## src/rtl/uart9_tx_pkg.sv

```systemverilog
// Shared types for the nine-bit frame transmitter.
package uart9_tx_pkg;
    // Frame phases: idle, waiting for the first tick, start bit, data/ninth/stop.
    typedef enum logic [1:0] {
        PH_IDLE  = 2'd0,
        PH_WAIT  = 2'd1,
        PH_START = 2'd2,
        PH_DATA  = 2'd3
    } tx_phase_e;
endpackage

```

## src/rtl/uart9_tx_ctrl.sv

```systemverilog
// Phase sequencer. It accepts a host write only while idle, waits for the next
// bit tick, spends one tick on the start bit, and then issues one shift per tick
// until the shifter reports the end of the frame.
// Assumes: bit_tick is a single-cycle pulse; frame_end is valid only when
// first_shift is low.
module uart9_tx_ctrl
    import uart9_tx_pkg::*;
(
    input  logic      clk,
    input  logic      rst_n,
    input  logic      bit_tick,
    input  logic      load_stb,
    input  logic      frame_end,
    output tx_phase_e phase,
    output logic      load_en,
    output logic      shift_en,
    output logic      first_shift,
    output logic      set_done
);
    tx_phase_e phase_q;
    logic      first_q;

    // Decode the strobes for the shifter and the flag from the current phase.
    always_comb begin
        load_en     = load_stb && (phase_q == PH_IDLE);
        shift_en    = bit_tick && (phase_q == PH_DATA);
        first_shift = first_q;
        set_done    = shift_en && frame_end;
        phase       = phase_q;
    end

    // Advance the phase on a write or a tick.
    always_ff @(posedge clk) begin
        if (!rst_n) begin
            phase_q <= PH_IDLE;
            first_q <= 1'b0;
        end else begin
            case (phase_q)
                PH_IDLE:  if (load_en) phase_q <= PH_WAIT;
                PH_WAIT:  if (bit_tick) phase_q <= PH_START;
                PH_START: if (bit_tick) begin
                    phase_q <= PH_DATA;
                    first_q <= 1'b1;
                end
                PH_DATA:  if (bit_tick) begin
                    first_q <= 1'b0;
                    if (frame_end) phase_q <= PH_IDLE;
                end
                default:  phase_q <= PH_IDLE;
            endcase
        end
    end

    AST_START_ON_TICK: assert property (@(posedge clk) disable iff (!rst_n)
        (phase_q == PH_START && $past(phase_q) == PH_WAIT) |-> $past(bit_tick));

    AST_NO_LOAD_BUSY: assert property (@(posedge clk) disable iff (!rst_n)
        (load_stb && phase_q != PH_IDLE) |=> (phase_q != PH_WAIT || $past(phase_q) == PH_WAIT));
endmodule

```

## src/rtl/uart9_tx_shifter.sv

```systemverilog
// Nine-position shift register. A load places {ninth, byte} with the byte's
// bit 0 in the output position. Each shift moves right by one place and fills
// the top with a 1 on the first shift and a 0 afterwards. The end of the frame
// is the marker directly above the output position with zeros above it.
// Assumes: FRAME_W >= 3; load_en and shift_en are never high together.
module uart9_tx_shifter #(
    parameter int FRAME_W = 9
) (
    input  logic               clk,
    input  logic               rst_n,
    input  logic               load_en,
    input  logic [FRAME_W-1:0] load_word,
    input  logic               shift_en,
    input  logic               first_shift,
    output logic               out_bit,
    output logic               frame_end
);
    localparam int UPPER_W = FRAME_W - 2;

    logic [FRAME_W-1:0] sreg;

    // Detect the marker pattern; it is meaningless before the first shift.
    always_comb begin
        out_bit   = sreg[0];
        frame_end = !first_shift && sreg[1] && (sreg[FRAME_W-1:2] == UPPER_W'(0));
    end

    // Load the word or shift in the fill bit.
    always_ff @(posedge clk) begin
        if (!rst_n)        sreg <= '1;
        else if (load_en)  sreg <= load_word;
        else if (shift_en) sreg <= {first_shift, sreg[FRAME_W-1:1]};
    end

    AST_HOLD_BETWEEN_TICKS: assert property (@(posedge clk) disable iff (!rst_n)
        (!shift_en && !load_en) |=> $stable(sreg));

    AST_MARKER_ENTERS: assert property (@(posedge clk) disable iff (!rst_n)
        (shift_en && first_shift) |=> sreg[FRAME_W-1]);
endmodule

```

## src/rtl/uart9_tx_flag.sv

```systemverilog
// Completion flag. It is set by the last shift and cleared by the host;
// a set on the same edge as a clear takes priority.
module uart9_tx_flag (
    input  logic clk,
    input  logic rst_n,
    input  logic set_in,
    input  logic clr_in,
    output logic flag
);
    // Hold the flag until the host clears it.
    always_ff @(posedge clk) begin
        if (!rst_n)      flag <= 1'b0;
        else if (set_in) flag <= 1'b1;
        else if (clr_in) flag <= 1'b0;
    end

    AST_SET_WINS: assert property (@(posedge clk) disable iff (!rst_n)
        set_in |=> flag);

    AST_CLEAR_TAKES: assert property (@(posedge clk) disable iff (!rst_n)
        (clr_in && !set_in) |=> !flag);
endmodule

```

## src/rtl/uart9_tx.sv

```systemverilog
// Top level of the nine-bit frame transmitter. It joins the sequencer, the
// shifter and the flag, and selects the line level from the phase: high when
// idle or waiting, low for the start bit, and the shifter output otherwise.
// Assumes: bit_tick comes from a free-running divide-by-16 rollover.
module uart9_tx
    import uart9_tx_pkg::*;
#(
    parameter int DATA_W = 8
) (
    input  logic              clk,
    input  logic              rst_n,
    input  logic              bit_tick,
    input  logic              load_stb,
    input  logic [DATA_W-1:0] load_byte,
    input  logic              load_ninth,
    input  logic              flag_clr,
    output logic              tx_line,
    output logic              tx_done
);
    localparam int FRAME_W = DATA_W + 1;

    tx_phase_e phase;
    logic      load_en;
    logic      shift_en;
    logic      first_shift;
    logic      set_done;
    logic      frame_end;
    logic      out_bit;

    uart9_tx_ctrl u_ctrl (
        .clk         (clk),
        .rst_n       (rst_n),
        .bit_tick    (bit_tick),
        .load_stb    (load_stb),
        .frame_end   (frame_end),
        .phase       (phase),
        .load_en     (load_en),
        .shift_en    (shift_en),
        .first_shift (first_shift),
        .set_done    (set_done)
    );

    uart9_tx_shifter #(.FRAME_W(FRAME_W)) u_shift (
        .clk         (clk),
        .rst_n       (rst_n),
        .load_en     (load_en),
        .load_word   ({load_ninth, load_byte}),
        .shift_en    (shift_en),
        .first_shift (first_shift),
        .out_bit     (out_bit),
        .frame_end   (frame_end)
    );

    uart9_tx_flag u_flag (
        .clk    (clk),
        .rst_n  (rst_n),
        .set_in (set_done),
        .clr_in (flag_clr),
        .flag   (tx_done)
    );

    // Select the line level for the current phase.
    always_comb begin
        case (phase)
            PH_START: tx_line = 1'b0;
            PH_DATA:  tx_line = out_bit;
            default:  tx_line = 1'b1;
        endcase
    end

    AST_DONE_ON_TICK: assert property (@(posedge clk) disable iff (!rst_n)
        $rose(tx_done) |-> $past(bit_tick));

    AST_LINE_ON_TICK: assert property (@(posedge clk) disable iff (!rst_n)
        (!bit_tick && !load_stb) |=> $stable(tx_line));

    AST_LATE_WRITE_IGNORED: assert property (@(posedge clk) disable iff (!rst_n)
        (load_stb && (phase == PH_START || phase == PH_DATA) && !bit_tick) |=> $stable(tx_line));
endmodule

```

## config.mk

```make
export PLATFORM = sky130hd
export DESIGN_NAME = uart9_tx
export DESIGN_NICKNAME = d
export VERILOG_FILES = /design/src/rtl/uart9_tx_pkg.sv /design/src/rtl/uart9_tx_ctrl.sv /design/src/rtl/uart9_tx_shifter.sv /design/src/rtl/uart9_tx_flag.sv /design/src/rtl/uart9_tx.sv
export SDC_FILE = /design/constraint.sdc
export NUM_CORES = 1
export LEC_CHECK = 0
export BUFFER_PORTS_ARGS = -buffer_cell sky130_fd_sc_hd__buf_2
export CELL_PAD_IN_SITES_DETAIL_PLACEMENT = 1
export CELL_PAD_IN_SITES_GLOBAL_PLACEMENT = 2
export CORE_ASPECT_RATIO = 1.25
export CORE_MARGIN = 2
export CORE_UTILIZATION = 30
export DETAILED_ROUTE_END_ITERATION = 7
export PLACE_DENSITY_LB_ADDON = 0.25
export SLEW_MARGIN = 20
export SYNTH_ARGS = -nofsm -noshare
export SYNTH_HDL_FRONTEND = slang
export SYNTH_SLANG_ARGS = --single-unit
```

## constraint.sdc

```tcl
create_clock -name clk -period 1.9 [get_ports clk]
set_input_delay 0 -clock clk [delete_from_list [all_inputs] [get_ports clk]]
set_output_delay 0 -clock clk [all_outputs]
set_load 0.005 [all_outputs]
```

; ---- Word level (Yosys, flattened, before mapping)
; Index checks and enable logic that the tools add are counted.
[word_totals]
rom_bits = 0
in_bits = 14
out_inout_bits = 2
reg_bits = 13
memories = 0
wordCells = 39
latchBits = 0
mem_bits_rw = 0
[classes]
magnitude_cmp = 0
shifts = 0
reduce_logical = 13
div_mod_pow = 0
n_eq_ne = 8
n_mux = 14
multipliers = 0
addsub = 0
bitwise = 0
[op_table]
columns = op, count
row1 = $mux W9, 2
row2 = $mux W2, 5
row3 = $ne A2 B2 Y1 const B, 4
row4 = $pmux W2 S4, 1
row5 = $logic_not A7 Y1, 1
row6 = $reduce_bool A2 Y1, 3
row7 = $logic_and A1 B1 Y1, 5
row8 = $reduce_and A5 Y1, 1
row9 = $eq A2 B2 Y1 const B, 2
row10 = $mux W1, 4
row11 = $pmux W1 S2, 2
row12 = $reduce_and A3 Y1, 1
row13 = $eq A2 B1 Y1 const B, 1
row14 = $logic_not A2 Y1, 1
row15 = $ne A2 B1 Y1 const B, 1
row16 = $logic_not A1 Y1, 1

; ---- Longest topological paths before layout
[depth]
ltp_word = 6
depth_mapped = 7
mapped_depth_nobuf = 6

; ---- Hierarchy
; From an unflattened synthesis, not the netlist that was laid out.
[hier_totals]
cells_unflattened = 71
area_unflattened_um2 = 733.2
[modules_own_cells]
columns = module, seq_area_each_um2, n_inst, cells_each, area_each_um2
row1 = uart9_tx_shifter, 180.2, 1, 42, 449.2
row2 = uart9_tx_ctrl, 60.1, 1, 25, 232.7
row3 = uart9_tx_flag, 20.0, 1, 3, 41.3
row4 = uart9_tx, 0.0, 1, 1, 10.0

; ---- Worst setup path before layout
; Ideal clock, no wire load.
[synth_path]
path_kind = register -> register
from = reg u_ctrl.phase_q[0] (netlist: u_ctrl.phase[0])
to = reg u_shift.sreg[0]
setup_ps = 131
n_path_buf = 1
period_less_slack_ps = 1501
t_arrival_ps = 1370
stages_incl_launch_ff = 8
required_ps = 1769
path_slack_ps = 399
path_cell_list = dfxtp_1 -> inv_1 -> ha_1 -> nand2_1 -> clkbuf_1 -> nand2_1 -> nor2_1 -> o21ai_1
[synth_via]
elab_chain_cells = 3
word_cells_on_any_way = 6
classes_between = 1 x eq/ne / 1 x mux / 4 x reduce/logical
[synth_rtl]
columns = item, line_no
row1 = from (decl), uart9_tx_ctrl.sv:20  ; tx_phase_e phase_q;
row2 = from (signal assigned), uart9_tx_ctrl.sv:35  ; phase_q <= PH_IDLE;
row3 = from (signal assigned), uart9_tx_ctrl.sv:39  ; PH_IDLE: if (load_en) phase_q <= PH_WAIT;
row4 = from (signal assigned), uart9_tx_ctrl.sv:40  ; PH_WAIT: if (bit_tick) phase_q <= PH_START;
row5 = $eq A2 B2 Y1 / $logic_not A2 Y1 (equally long branches), "uart9_tx_ctrl.sv:26, uart9_tx_ctrl.sv:25"
row6 = $logic_and A1 B1 Y1 (on tied branches), "uart9_tx_ctrl.sv:26, uart9_tx_ctrl.sv:25"
row7 = $reduce_bool A2 Y1 (no source line) / $mux W9 (equally long branches), -
row8 = to (signal assigned), uart9_tx_shifter.sv:31  ; else if (load_en) sreg <= load_word;
row9 = to (signal assigned), uart9_tx_shifter.sv:32  ; else if (shift_en) sreg <= {first_shift, sreg[FRAME_W-1:1]};
row10 = to (decl), uart9_tx_shifter.sv:20  ; logic [FRAME_W-1:0] sreg;
; Several ways; a longest one is shown, not always the timed one.
; A chain may end at the register's enable or synchronous reset.

; ---- Worst setup path in the final report
[layout_path]
from = reg u_ctrl.phase_q[0] (netlist: u_ctrl.phase[0])
to = reg u_shift.sreg[2]
; The elaborated chain is that of the path after synthesis.

==> metrics.yaml <==
job:
  maxCapViolations: 0
status:
  status: "finished, final reports clean"
setup_path:
  reg2reg_setup_slack_ns: 0.22
  worstPathRequired_ns: 2.07
  cp-start-kind: "flip-flop"
  r2r_start: "u_ctrl.phase[0]"
  worstSetupStartpoint: "u_ctrl.phase[0]"
  endpoint: "u_shift.sreg[2]"
  critPathArrivalTime_ns: 1.85
  crit_type: "reg2reg"
  critPathCaptureType: "flip-flop"
  worst_r2r_path_depth: 7
  r2r-end: "u_shift.sreg[2]"
  critPathMaxFanout: 10
floorplanning:
  num_rows: 20
  die-height_um: 60.3
  fp.coreArea_um2: 2430
  die_w_um: 49.1
  initial_core_util: 0.314
  ios: 16
  dieArea_um2: 2960
synth:
  synth.area.top_cells: "dfxtp_1 (34%), a211oi_1 (8.9%), and3_1 (8.2%)"
  yosysWarningCount: 0
  synth_top_cell_by_area: "dfxtp_1"
  seq_area_frac_synth: 0.342
  synth_xor_area_frac: 0
  synth_fa_ha_area_frac: 0.0821
  synth_cell_types: 22
  synth_compound_gate_area_share: 0.273
  synth_edf_count: 0
  synthArstFlopShare: 0
  netlist_area_um2: 762
  syn_nets: 107
  synth_top_area_frac: 0.342
  synth_mux_area_frac: 0
  synth-main-ff-cell: "dfxtp_1"
  synthSimpleGateAreaFrac: 0.251
  ys_ff_latch: 13
  syn_area_per_cell_um2: 8.66
  netlist_instances: 88
  synth_top_family_by_area: "compound AO/OA/AOI/OAI gates"
grt:
  grt_overflow: 0
  top_usage_layer: "met2"
  antenna_found_initial: 0
  grt_util_all_layers: 0.164
  use_met1: 0.187
  met3_usage: 0.0296
  grt_pass1_vias: 738
  grt_use_met2: 0.290
  grt_pass1_wl_mm: 3.54
  grt_start_max_net_pins: 13
finish:
  finalNetCount: 125
  diodes: 0
  drive_above_1_share: 0.257
  syn2layout_area_growth_pct: 19.2
  fillers: 331
  final_util: 0.374
drt:
  drtIter0Drc: 6
  drtPass1Iterations: 3
  vias: 682
  viasPerCell: 4.94
  routed_wirelength_mm: 1.96
  routedWlPerCell_um: 14.2
  ant_nets: 0
  drc: 0
clocking:
  cts_tree: "done"
  ctsLongestPathBuffers: 2
  clockRootBuffer: "clkbuf_4"
  htreeDepth: 1
  cts_buffers: 3
  cts_sinks: 13
  clk_latency_ns: 0.28
  post-cts-setup-buffers: 0
  post_cts_resized: 0
  cts.clk_slew.worst_paths_ns: 0.09
sta:
  fmax_ghz: 0.596
  layout_setup_ws_ns: 0.222
  slew_headroom: 0.762
  finalSetupViolCount: 0
  finalHoldViolCount: 0
  clock_skew_ns: 0.00497
  final-max-slew-violation-count: 0
  finalCritPeriodShare: 0.883
  worstMarginPinSlew_ns: 0.356
  tns_ns: 0
  rsz0062_at_grt: "no"
  min_period_ns: 1.68
power:
  vdd_drop_max_v: 0.000505
  power_density_nw_per_um2: 1300
  p_leak_nw: 0.382
placement:
  gp_congestion: 0.718
  port_buffers: 15
  pre_cts_ws_ns: 0.215
  hpwl_mm: 1.50
hold_path:
  min_path_type: "in2reg"
==> cell usage after synthesis, types with 2 or more instances <==
| master | count |
|---|---|
| inv_1 | 5 |
| a21oi_1 | 4 |
| ha_1 | 5 |
| nand2_1 | 4 |
| buf_2 | 2 |
| a211oi_1 | 9 |
| dfxtp_1 | 13 |
| o21ai_1 | 9 |
| nor2_1 | 13 |
| and3_1 | 10 |
| clkbuf_1 | 3 |
==> layout make-up <==
type,count,area (um^2),share of cell area
Sequential cell,13,260,0.287
Clock buffer,4,26.3,0.0289
Inverter,5,18.8,0.0207
Timing Repair Buffer,18,100,0.110
Multi-Input combinational cell,65,462,0.508
Tap cell,33,41.3,0.0455
==> worst max-delay path: stages (launching register included) <==
cell and delay [ns]:
dfxtp_1 0.42, inv_1 0.11, ha_1 0.27, nand2_1 0.11, buf_4 0.17, nand2_1 0.24
nor2_1 0.17, o21ai_1 0.08
==> kinds of logic after synthesis <==
logic type / count (synthesis)
adder cells (fa/ha/maj): 5
AO/OA/AOI/OAI: 27
buffers and inverters: 10
AND/OR/NAND/NOR: 33
flip-flops: 13
==> metrics by stage <==
stage          cells  instance area (um^2)  hold WS (ns)  total power, W
2_1_floorplan     88                   762         0.114        0.000850
3_3_place_gp     133                   872         0.271        0.000997
3_5_place_dp     133                   872         0.280         0.00101
4_1_cts          138                   908        0.0195         0.00120
5_1_grt          138                   908        0.0159         0.00129
6_report         138                   908        0.0103         0.00118
==> worst min path at each step <==
stage                        start                  to  slack, ns  cells after the start
after floorplan              rst_n  u_ctrl.first_shift       0.11                      2
after global placement    flag_clr         u_flag.flag       0.27                      3
after detailed placement  flag_clr         u_flag.flag       0.28                      3
after CTS                    rst_n     u_shift.sreg[0]       0.02                      2
after global routing         rst_n     u_shift.sreg[1]       0.02                      2
final                        rst_n     u_shift.sreg[5]       0.01                      2
==> state kept, by name, indices dropped and copies added, names as in the netlist <==
register	flops
u_shift.sreg	9
u_ctrl.first_shift	1
u_flag.flag	1
u_ctrl.phase	2
==> cell usage in the layout (no fill, tap or decap), drive strengths merged <==
cell type     n
dlygate4sd3   1
nand2b        1
a21oi         5
and2          1
a211oi        9
o21ai         9
dfxtp        13
clkbuf        4
nor2         13
nand2         4
and3         10
inv           5
nand4b        1
nor3b         1
o21a          1
nor4          1
buf          17
a2bb2oi       1
a311oi        1
ha            5
nor3          1
a31o          1
==> where the power goes <==
part           total [W]  leakage, nW  switching, W  internal, W
Sequential      0.000423        0.107     0.0000766     0.000346
Clock           0.000182       0.0150      0.000100    0.0000816
Combinational   0.000572        0.261      0.000316     0.000257
Total            0.00118        0.382      0.000492     0.000685
==> repair_timing <==
item	4_1_cts	5_1_grt
endpoints found under the hold margin	1	0
hold buffers	1	0
endpoints found under the setup margin	0	0
==> metal layers <==
layer	share of wire	vias up
li1	-	346
met2	0.50	12
met4	0.025	0
met1	0.44	320
met5	0	-
met3	0.026	4
Power figures use the tool's default switching activity.
